`src/rtl/blit_pkg.sv`:
```
package blit_pkg;

  // Per-cycle decisions made by the control path and consumed by the datapath
  typedef struct packed {
    logic capture;  // job is being armed this cycle
    logic take;     // a byte is accepted this cycle
    logic rowWrap;  // accepted byte closes a row that is not the last
    logic finish;   // accepted byte closes the whole rectangle
  } blitStb_t;

  // Field positions inside the command and subcommand bytes
  localparam int MT_LSB      = 4;
  localparam int SRC_SUB_BIT = 0;
  localparam int DST_SUB_BIT = 2;

endpackage

```
`src/rtl/blit_ctrl.sv`:
```
module blit_ctrl
  import blit_pkg::*;
#(
  parameter int CNT_W = 8
) (
  input  logic             clk,
  input  logic             rstN,
  input  logic             start,
  input  logic             byteStb,
  input  logic [CNT_W-1:0] colLimit,
  input  logic [CNT_W-1:0] rowLimit,
  output blitStb_t         stb,
  output logic             busy,
  output logic             done
);

  localparam int LIM_W = CNT_W + 1;
  localparam logic [LIM_W-1:0] LIM_FULL = {1'b1, {CNT_W{1'b0}}};

  logic [LIM_W-1:0] colLimQ, rowLimQ;
  logic [LIM_W-1:0] colCnt, rowCnt;
  logic [LIM_W-1:0] colLimNew, rowLimNew;
  logic             colHit, rowHit;

  // A zero limit stands for the full counter range
  always_comb begin
    colLimNew = (colLimit == '0) ? LIM_FULL : {1'b0, colLimit};
    rowLimNew = (rowLimit == '0) ? LIM_FULL : {1'b0, rowLimit};
  end

  assign colHit = (colCnt == colLimQ);
  assign rowHit = (rowCnt == rowLimQ);

  always_comb begin
    stb.capture = start;
    stb.take    = byteStb && busy && !start;
    stb.rowWrap = stb.take && colHit && !rowHit;
    stb.finish  = stb.take && colHit && rowHit;
  end

  always_ff @(posedge clk or negedge rstN) begin
    if (!rstN) begin
      colLimQ <= '0;
      rowLimQ <= '0;
      colCnt  <= '0;
      rowCnt  <= '0;
      busy    <= 1'b0;
      done    <= 1'b0;
    end else if (stb.capture) begin
      colLimQ <= colLimNew;
      rowLimQ <= rowLimNew;
      colCnt  <= '0;
      rowCnt  <= '0;
      busy    <= 1'b1;
      done    <= 1'b0;
    end else if (stb.take) begin
      if (colHit) begin
        colCnt <= '0;
        if (rowHit) begin
          busy <= 1'b0;
          done <= 1'b1;
        end else begin
          rowCnt <= rowCnt + 1'b1;
        end
      end else begin
        colCnt <= colCnt + 1'b1;
      end
    end
  end

endmodule

```
`src/rtl/blit_datapath.sv`:
```
module blit_datapath
  import blit_pkg::*;
#(
  parameter int DATA_W = 8,
  parameter int CNT_W  = 8,
  parameter int MOD_W  = 16
) (
  input  logic               clk,
  input  logic               rstN,
  input  blitStb_t           stb,
  input  logic [7:0]         cmdByte,
  input  logic               useSubcmd,
  input  logic [7:0]         subCmd,
  input  logic               srcAddrMod,
  input  logic               dstAddrMod,
  input  logic               modSupport,
  input  logic [CNT_W-1:0]   colLimit,
  input  logic [CNT_W-1:0]   rowLimit,
  input  logic [MOD_W-1:0]   moduloVal,
  input  logic [DATA_W-1:0]  srcByte,
  input  logic [DATA_W-1:0]  dstByte,
  output logic [DATA_W-1:0]  resByte,
  output logic               resValid,
  output logic               srcAdjust,
  output logic               dstAdjust,
  output logic [MOD_W-1:0]   modStep,
  output logic [2*CNT_W-1:0] jobLen
);

  localparam int N_CHAN = 2;

  logic [3:0]        mtQ;
  logic [N_CHAN-1:0] modEnQ, modPick, addrMod, adjQ;
  logic [DATA_W-1:0] mixed;

  assign addrMod = {dstAddrMod, srcAddrMod};

  // Modulo enable selection per channel
  generate
    for (genvar ch = 0; ch < N_CHAN; ch++) begin : g_chan
      localparam int SUB_BIT = (ch == 0) ? SRC_SUB_BIT : DST_SUB_BIT;
      assign modPick[ch] = modSupport && (useSubcmd ? subCmd[SUB_BIT] : addrMod[ch]);
    end
  endgenerate

  // Bitwise four-term function of source and destination
  generate
    for (genvar b = 0; b < DATA_W; b++) begin : g_bit
      assign mixed[b] = ( srcByte[b] &  dstByte[b] & mtQ[3]) |
                        ( srcByte[b] & ~dstByte[b] & mtQ[2]) |
                        (~srcByte[b] &  dstByte[b] & mtQ[1]) |
                        (~srcByte[b] & ~dstByte[b] & mtQ[0]);
    end
  endgenerate

  always_ff @(posedge clk or negedge rstN) begin
    if (!rstN) begin
      mtQ      <= '0;
      modEnQ   <= '0;
      modStep  <= '0;
      jobLen   <= '0;
      resByte  <= '0;
      resValid <= 1'b0;
      adjQ     <= '0;
    end else begin
      resValid <= stb.take;
      adjQ     <= {N_CHAN{stb.rowWrap}} & modEnQ;
      if (stb.capture) begin
        mtQ     <= cmdByte[MT_LSB +: 4];
        modEnQ  <= modPick;
        modStep <= moduloVal;
        jobLen  <= {rowLimit, colLimit};
      end
      if (stb.take) begin
        resByte <= mixed;
      end
    end
  end

  assign srcAdjust = adjQ[0];
  assign dstAdjust = adjQ[1];

endmodule

```
`src/rtl/blit_combiner.sv`:
```
module blit_combiner
  import blit_pkg::*;
#(
  parameter int DATA_W = 8,
  parameter int CNT_W  = 8,
  parameter int MOD_W  = 16
) (
  input  logic               clk,
  input  logic               rstN,
  input  logic               start,
  input  logic [7:0]         cmdByte,
  input  logic               useSubcmd,
  input  logic [7:0]         subCmd,
  input  logic               srcAddrMod,
  input  logic               dstAddrMod,
  input  logic               modSupport,
  input  logic [CNT_W-1:0]   colLimit,
  input  logic [CNT_W-1:0]   rowLimit,
  input  logic [MOD_W-1:0]   moduloVal,
  input  logic               byteStb,
  input  logic [DATA_W-1:0]  srcByte,
  input  logic [DATA_W-1:0]  dstByte,
  output logic [DATA_W-1:0]  resByte,
  output logic               resValid,
  output logic               srcAdjust,
  output logic               dstAdjust,
  output logic [MOD_W-1:0]   modStep,
  output logic [2*CNT_W-1:0] jobLen,
  output logic               busy,
  output logic               done
);

  blitStb_t stb;

  blit_ctrl #(.CNT_W(CNT_W)) u_ctrl (
    .clk      (clk),
    .rstN     (rstN),
    .start    (start),
    .byteStb  (byteStb),
    .colLimit (colLimit),
    .rowLimit (rowLimit),
    .stb      (stb),
    .busy     (busy),
    .done     (done)
  );

  blit_datapath #(.DATA_W(DATA_W), .CNT_W(CNT_W), .MOD_W(MOD_W)) u_data (
    .clk        (clk),
    .rstN       (rstN),
    .stb        (stb),
    .cmdByte    (cmdByte),
    .useSubcmd  (useSubcmd),
    .subCmd     (subCmd),
    .srcAddrMod (srcAddrMod),
    .dstAddrMod (dstAddrMod),
    .modSupport (modSupport),
    .colLimit   (colLimit),
    .rowLimit   (rowLimit),
    .moduloVal  (moduloVal),
    .srcByte    (srcByte),
    .dstByte    (dstByte),
    .resByte    (resByte),
    .resValid   (resValid),
    .srcAdjust  (srcAdjust),
    .dstAdjust  (dstAdjust),
    .modStep    (modStep),
    .jobLen     (jobLen)
  );

endmodule

```
`config.mk`:
```
export PLATFORM = sky130hd
export DESIGN_NAME = blit_combiner
export DESIGN_NICKNAME = d
export VERILOG_FILES = /design/src/rtl/blit_pkg.sv /design/src/rtl/blit_ctrl.sv /design/src/rtl/blit_datapath.sv /design/src/rtl/blit_combiner.sv
export SDC_FILE = /design/constraint.sdc
export NUM_CORES = 1
export LEC_CHECK = 0
export BUFFER_PORTS_ARGS = -buffer_cell sky130_fd_sc_hd__buf_2
export CORE_ASPECT_RATIO = 0.9
export CORE_UTILIZATION = 29
export CTS_CLUSTER_SIZE = 20
export DETAILED_ROUTE_END_ITERATION = 12
export SLEW_MARGIN = 25
export SYNTH_ARGS = -nofsm -noshare
export SYNTH_HDL_FRONTEND = slang
export SYNTH_HIERARCHICAL = 1
export SYNTH_SLANG_ARGS = --single-unit
```
`constraint.sdc`:
```
create_clock -name clk -period 2.7 [get_ports clk]
set_clock_uncertainty 0.05 [all_clocks]
set_input_delay 0.27 -clock clk [delete_from_list [all_inputs] [get_ports clk]]
set_output_delay 0.27 -clock clk [all_outputs]
set_load 0.02 [all_outputs]
```
==> results of run 1 <==
-- path summary, 6_finish.rpt --
kind	start	endpoint	slack, ns
min in group asynchronous	rstN	u_data/jobLen[9]	0.43
worst min register to register	u_ctrl/done	u_ctrl/done	0.43
max in group asynchronous	rstN	u_data/resByte[6]	1.52
worst max register to register	u_ctrl/colCnt[3]	u_ctrl/rowCnt[6]	0.37
worst min-delay path	moduloVal[1]	u_data/modStep[1]	0.11
worst max-delay path	u_ctrl/colCnt[3]	u_ctrl/rowCnt[6]	0.37
-- state kept, by name, summed over array words and instances, names as in the netlist --
signal,count
u_data/adjQ,2
u_data/resByte,8
u_ctrl/colCnt,9
u_data/mtQ,4
u_ctrl/rowCnt,9
u_data/resValid,1
u_ctrl/colLimQ,9
u_ctrl/rowLimQ,9
u_ctrl/done,1
u_ctrl/busy,1
u_data/modStep,16
u_data/jobLen,16
u_data/modEnQ,2
-- stage by stage --
| step | total power [mW] | hold slack (ns) | worst slack, ns | instances |
|---|---|---|---|---|
| 2_1_floorplan | 1.807 | -0.07559 | 0.6524 | 338 |
| 3_3_place_gp | 1.995 | 0.2542 | 0.4486 | 623 |
| 3_5_place_dp | 2.008 | 0.2557 | 0.4018 | 623 |
| 4_1_cts | 3.280 | 0.09520 | 0.3727 | 640 |
| 5_1_grt | 3.388 | 0.1006 | 0.2296 | 640 |
| 6_report | 3.232 | 0.1076 | 0.3700 | 640 |
-- where the power goes --
part           internal, mW  switching [mW]  total (mW)
sequential             1.41          0.0758        1.49
combinational         0.228           0.269       0.497
clock                 0.718           0.532        1.25
-- logic make-up after synthesis --
kind of cell | count (synthesis) | synth area share [%]
AND/OR/NAND/NOR | 87 | 11.34
flip-flops | 87 | 52.62
multiplexers | 71 | 19.63
AO/OA/AOI/OAI | 43 | 7.378
buffers and inverters | 27 | 3.810
XOR/XNOR | 21 | 4.627
adder cells (fa/ha/maj) | 2 | 0.6047
-- metal layers --
layer / global-route usage [%] / wire (um) / vias up
met1: 16.98 / 4385 / 1524
met2: 20.18 / 4345 / 76
met5: 0 / 0 / -
li1: - / - / 1442
met4: 6.902 / 236 / 0
met3: 2.559 / 344 / 18
-- timing repair --
action	in CTS	in global routing
setup endpoints to repair	0	0
hold endpoints to repair	42	0
hold buffers	1	0
-- worst register-to-register path, delay by kind of cell (launching register included) --
kind	cells	cell delay, ns
AOI/OAI and AO/OA	1	0.15
DFF	1	0.49
xor gates and xnor gates	1	0.22
and+or+nand+nor	3	1.34
-- layout make-up --
type                       count  share of cell area [%]
clock buffer                   9                   4.369
multi-input combinational    224                   35.10
clock inverter                 7                   1.408
sequential                    87                   42.23
timing repair buffer         113                   11.70
inverter                       7                  0.5097
tap                          193                   4.684
-- cells in the final DEF (no fill, tap or decap), types with 5 or more instances in the layout --
cell type and instances:
a21oi_1 12, buf_2 104, buf_4 7, clkbuf_16 9
dfrtp_1 87, inv_1 6, mux2_2 53, mux2_4 7
mux2i_1 11, nand2_1 24, nand3_1 22, nor3_1 6
nor4_1 7, o21ai_0 6, o311ai_0 7, or4_1 6
xnor2_1 15, xor2_1 5
==> flow_metrics.tcl, run 1 <==
set metrics [dict create \
    coreArea_um2 13950 \
    wirelength_um 9312 \
    num_antenna_cells 0 \
    period_share_pct 86.30 \
    synth_edf_count 0 \
    synth_top_area_share_pct 52.62 \
    cts-resized-gates 0 \
    synth_cell_type_count 43 \
    hold_viol_final 0 \
    timing.final.crit_period_ns 2.330 \
    p_leak_nw 2.267 \
    hpwl_um 6488 \
    seq_area_frac_synth_pct 52.62 \
    synth_ff_type "dfrtp_1" \
    critPathBufInv 0 \
    cp_top_family "simple AND/OR/NAND/NOR gates" \
    drc 0 \
    path_depth 5 \
    first_pass_iters 4 \
    start_util_pct 29.65 \
    seq_area_um2 2177 \
    die_y_um 115.3 \
    cts.sink_count 87 \
    async_reset_ff_share_pct 100.0 \
    tns_ns 0 \
    rsz0062_at_grt "false" \
    first_global_vias 2923 \
    peakVddDrop_v 0.0003851 \
    place_congestion 0.8062 \
    synthTopCellsByArea "dfrtp_1 53%, mux2_2 14%, xnor2_1 3.2%" \
    synth.avg_cell_area_um2 12.24 \
    r2r_cells 5 \
    cts-root-buf "clkbuf_16" \
    grt_usage_pct 12.92 \
    final_nets 516 \
    setup_violations 0 \
    die-area_um2 14750 \
    post-route-cell-area_um2 5155 \
    yosys-top-cells-count "87 x dfrtp_1, 53 x mux2_2, 24 x nand2_1" \
    syn_area_um2 4138 \
    wl_per_cell_um 14.55 \
    synth_cells 338 \
    cts_tree "yes" \
    holdPathStages 2 \
    synth-seq-cells 87 \
    cp.required_ns 2.91 \
    htree_num_levels 3 \
    postRouteAntennaNets 0 \
    multi_input_area_um2 1809 \
    worstPathMaxFanout 14 \
    port_buffers 106 \
    post-cts-setup-buffers 0 \
    power_density_nw_per_um2 627.0 \
    fp.dieW_um 127.9 \
    cts.clk_slew.worst_paths_ns 0.06 \
    via_per_inst 4.781 \
    yosysTopAreaCell "dfrtp_1" \
    relSlewSlack_pct 45.44 \
    num_rows 41 \
    crit_slowest_cell "or3_1" \
    n_fill_cell 1418 \
    tightest_slew_ns 0.8109 \
    drv_cap 0 \
    place_area_um2 4847 \
    pin_count 117 \
    hold_class "primary input to flip-flop" \
    max_freq_mhz 429.2 \
    slowest_delay_ns 0.62 \
    crit_type "flip-flop to flip-flop" \
    vias 3060 \
    arrival_ns 2.54 \
    grt_max_degree 46 \
    area_growth_pct 24.58 \
    setup.worst_path.end_class "flip-flop" \
    cts_buffers 9 \
    critPathLaunchType "flip-flop" \
    grt_pass1_wl_um 14800 \
    insertion_delay_ns 0.34 \
    yosysMostFrequentCell "dfrtp_1" \
    status "finished, final reports clean" \
    grt-ovfl-total 0 \
    worstPathCellList "xnor2_2 -> nand4_2 -> or3_1 -> or4_1 -> a21oi_1" \
    ys_warn_count 6 \
    clk_path_buf_depth 2 \
    maxSlewViolCount 0 \
    antenna_found_initial 0 \
    drive_above_1_share_pct 44.30 \
    drtIter0Drc 199 \
    synth_fp_nets 412 \
    fin_util_pct 36.94 \
]
Power figures use the tool's default switching activity.
==> run 2: changes to the inputs <==
--- a/config.mk
+++ b/config.mk
@@ -8,6 +8,7 @@
 export BUFFER_PORTS_ARGS = -buffer_cell sky130_fd_sc_hd__buf_2
 export CORE_ASPECT_RATIO = 0.9
 export CORE_UTILIZATION = 29
+export CTS_BUF_LIST = sky130_fd_sc_hd__clkbuf_8
 export CTS_CLUSTER_SIZE = 20
 export DETAILED_ROUTE_END_ITERATION = 12
 export SLEW_MARGIN = 25
==> run 2 against run 1 <==
Combinational power barely moved. Utilization is 0.73 points lower. Non-clock buffer count unchanged. Routed wire length decreased by 0.27%. First-iteration DRC count rose by 25%. Maximum frequency rose by 0.43%. Final cell count is the same. Critical path depth is the same. Sequential power about the same. Register-to-register slack barely moved. Clock power down 26%. Critical path type unchanged. Critical endpoint unchanged. Largest power group unchanged.
==> flow_metrics.tcl, run 2 (synthesis results as in run 1) <==
set metrics [dict create \
    coreArea_um2 13950 \
    pin_count 117 \
    n_fill_cell 1424 \
    worstPathCellList "xnor2_2 -> nand4_2 -> or3_1 -> or4_1 -> a21oi_1" \
    cts-root-buf "clkbuf_8" \
    arrival_ns 2.56 \
    grt-ovfl-total 0 \
    postRouteAntennaNets 0 \
    crit_slowest_cell "or3_1" \
    post_cts_hold_buffer_count 1 \
    post-cts-setup-buffers 0 \
    die_y_um 115.3 \
    slowest_delay_ns 0.62 \
    cts.clk_slew.worst_paths_ns 0.09 \
    htree_num_levels 3 \
    timing.final.crit_period_ns 2.320 \
    rsz0062_at_grt "false" \
    setup.worst_path.end_class "flip-flop" \
    first_pass_iters 4 \
    cts.sink_count 87 \
    grt_pass1_wl_um 14840 \
    maxSlewViolCount 0 \
    first_global_vias 2902 \
    grt_max_degree 46 \
    insertion_delay_ns 0.37 \
    drtIter0Drc 248 \
    hold_viol_final 0 \
    setup_violations 0 \
    reg_top3 "u_data/jobLen x16, u_data/modStep x16" \
    cts_buffers 9 \
    vias 3045 \
    wl_per_cell_um 14.51 \
    p_leak_nw 2.221 \
    grt_usage_pct 12.97 \
    via_per_inst 4.758 \
    peakVddDrop_v 0.0003242 \
    drv_cap 0 \
    port_buffers 106 \
    cp.required_ns 2.94 \
    wirelength_um 9287 \
    num_rows 41 \
    place_congestion 0.8062 \
    p_sw_share_pct 28.88 \
    num_antenna_cells 0 \
    fp.dieW_um 127.9 \
    worstPathMaxFanout 14 \
    status "finished, final reports clean" \
    critPathLaunchType "flip-flop" \
    start_util_pct 29.65 \
    antenna_found_initial 0 \
    hold_class "primary input to flip-flop" \
    p_total_mw 2.904 \
    tightest_slew_ns 0.7973 \
    crit_type "flip-flop to flip-flop" \
    power_density_nw_per_um2 574.6 \
    p_switching_mw 0.8388 \
    area_growth_pct 22.13 \
    relSlewSlack_pct 46.35 \
    power_frac_seq_pct 51.1 \
    tns_ns 0 \
    combinationalPowerShare_pct 17.1 \
    mostFrequentLayoutCells "104 x buf_2, 87 x dfrtp_1, 53 x mux2_2, 24 x nand2_1, 22 x nand3_1" \
    period_share_pct 85.93 \
    p_clk_share_pct 31.8 \
    max_freq_mhz 431.0 \
    internal_power_mw 2.065 \
    layout_commonest_cell "buf_2" \
    drive_above_1_share_pct 44.30 \
    die-area_um2 14750 \
    clk_path_buf_depth 2 \
    cts-resized-gates 0 \
    cts_tree "yes" \
    hold_slack_ns 0.08213 \
    final_nets 516 \
    drc 0 \
    hpwl_um 6488 \
]
## run 2: cell counts in the layout (fill, tap and decap cells not counted)
No cell type changed its count.
## run 2: final cells by class
| type | instances | area (um^2) | share of cell area [%] |
|---|---|---|---|
| well taps | 193 | 241.5 | 4.778 |
| multi-input cells | 224 | 1809 | 35.80 |
| clock buffers | 9 | 123.9 | 2.451 |
| repair buffers | 113 | 603.1 | 11.93 |
| inverters | 7 | 26.28 | 0.5199 |
| flip-flops and latches | 87 | 2177 | 43.08 |
| clock inverters | 7 | 72.57 | 1.436 |
## run 2: critical path: cells and delay by family (launching register included)
| family | cells | cell delay, ns |
|---|---|---|
| simple gates | 3 | 1.34 |
| flops | 1 | 0.49 |
| xor+xnor | 1 | 0.21 |
| compound gates | 1 | 0.15 |
## run 2: through the flow
stage,cell area (um^2),setup WS [ns],utilization [%],instances
after floorplan,4138,0.6524,-,338
after global placement,4847,0.4486,34.74,623
after detailed placement,4847,0.4018,34.74,623
after CTS,5054,0.3655,36.22,640
after global routing,5054,0.2218,36.22,640
final,5054,0.3800,36.22,640
## run 2: metal layers
layer	vias up	part of all wire (%)	global-route usage (%)	routed length (um)
met5	-	0	0	0
met4	0	2.0	6.667	190
met3	18	3.4	2.699	319
met2	61	47	20.00	4372
met1	1522	47	17.27	4405
li1	1444	-	-	-
## run 2: final timing paths
kind                       slack (ns)           endpoint             start  cells after the start
setup reg to reg                 0.38   u_ctrl/rowCnt[6]  u_ctrl/colCnt[3]                      5
min in group asynchronous        0.40   u_data/jobLen[9]              rstN                      2
max in group asynchronous        1.56  u_data/resByte[6]              rstN                      3
hold reg to reg                  0.44        u_ctrl/done       u_ctrl/done                      1
hold / removal                   0.08      u_data/mtQ[2]        cmdByte[6]                      2
setup / recovery                 0.38   u_ctrl/rowCnt[6]  u_ctrl/colCnt[3]                      5
## run 2: power by group through the flow
| stage | Sequential, mW | Clock [mW] | Combinational (mW) |
|---|---|---|---|
| after floorplan | 1.58 | 0 | 0.228 |
| after global placement | 1.51 | 0 | 0.490 |
| after detailed placement | 1.51 | 0 | 0.499 |
| after CTS | 1.49 | 0.967 | 0.502 |
| after global routing | 1.50 | 1.02 | 0.542 |
| final | 1.48 | 0.924 | 0.496 |
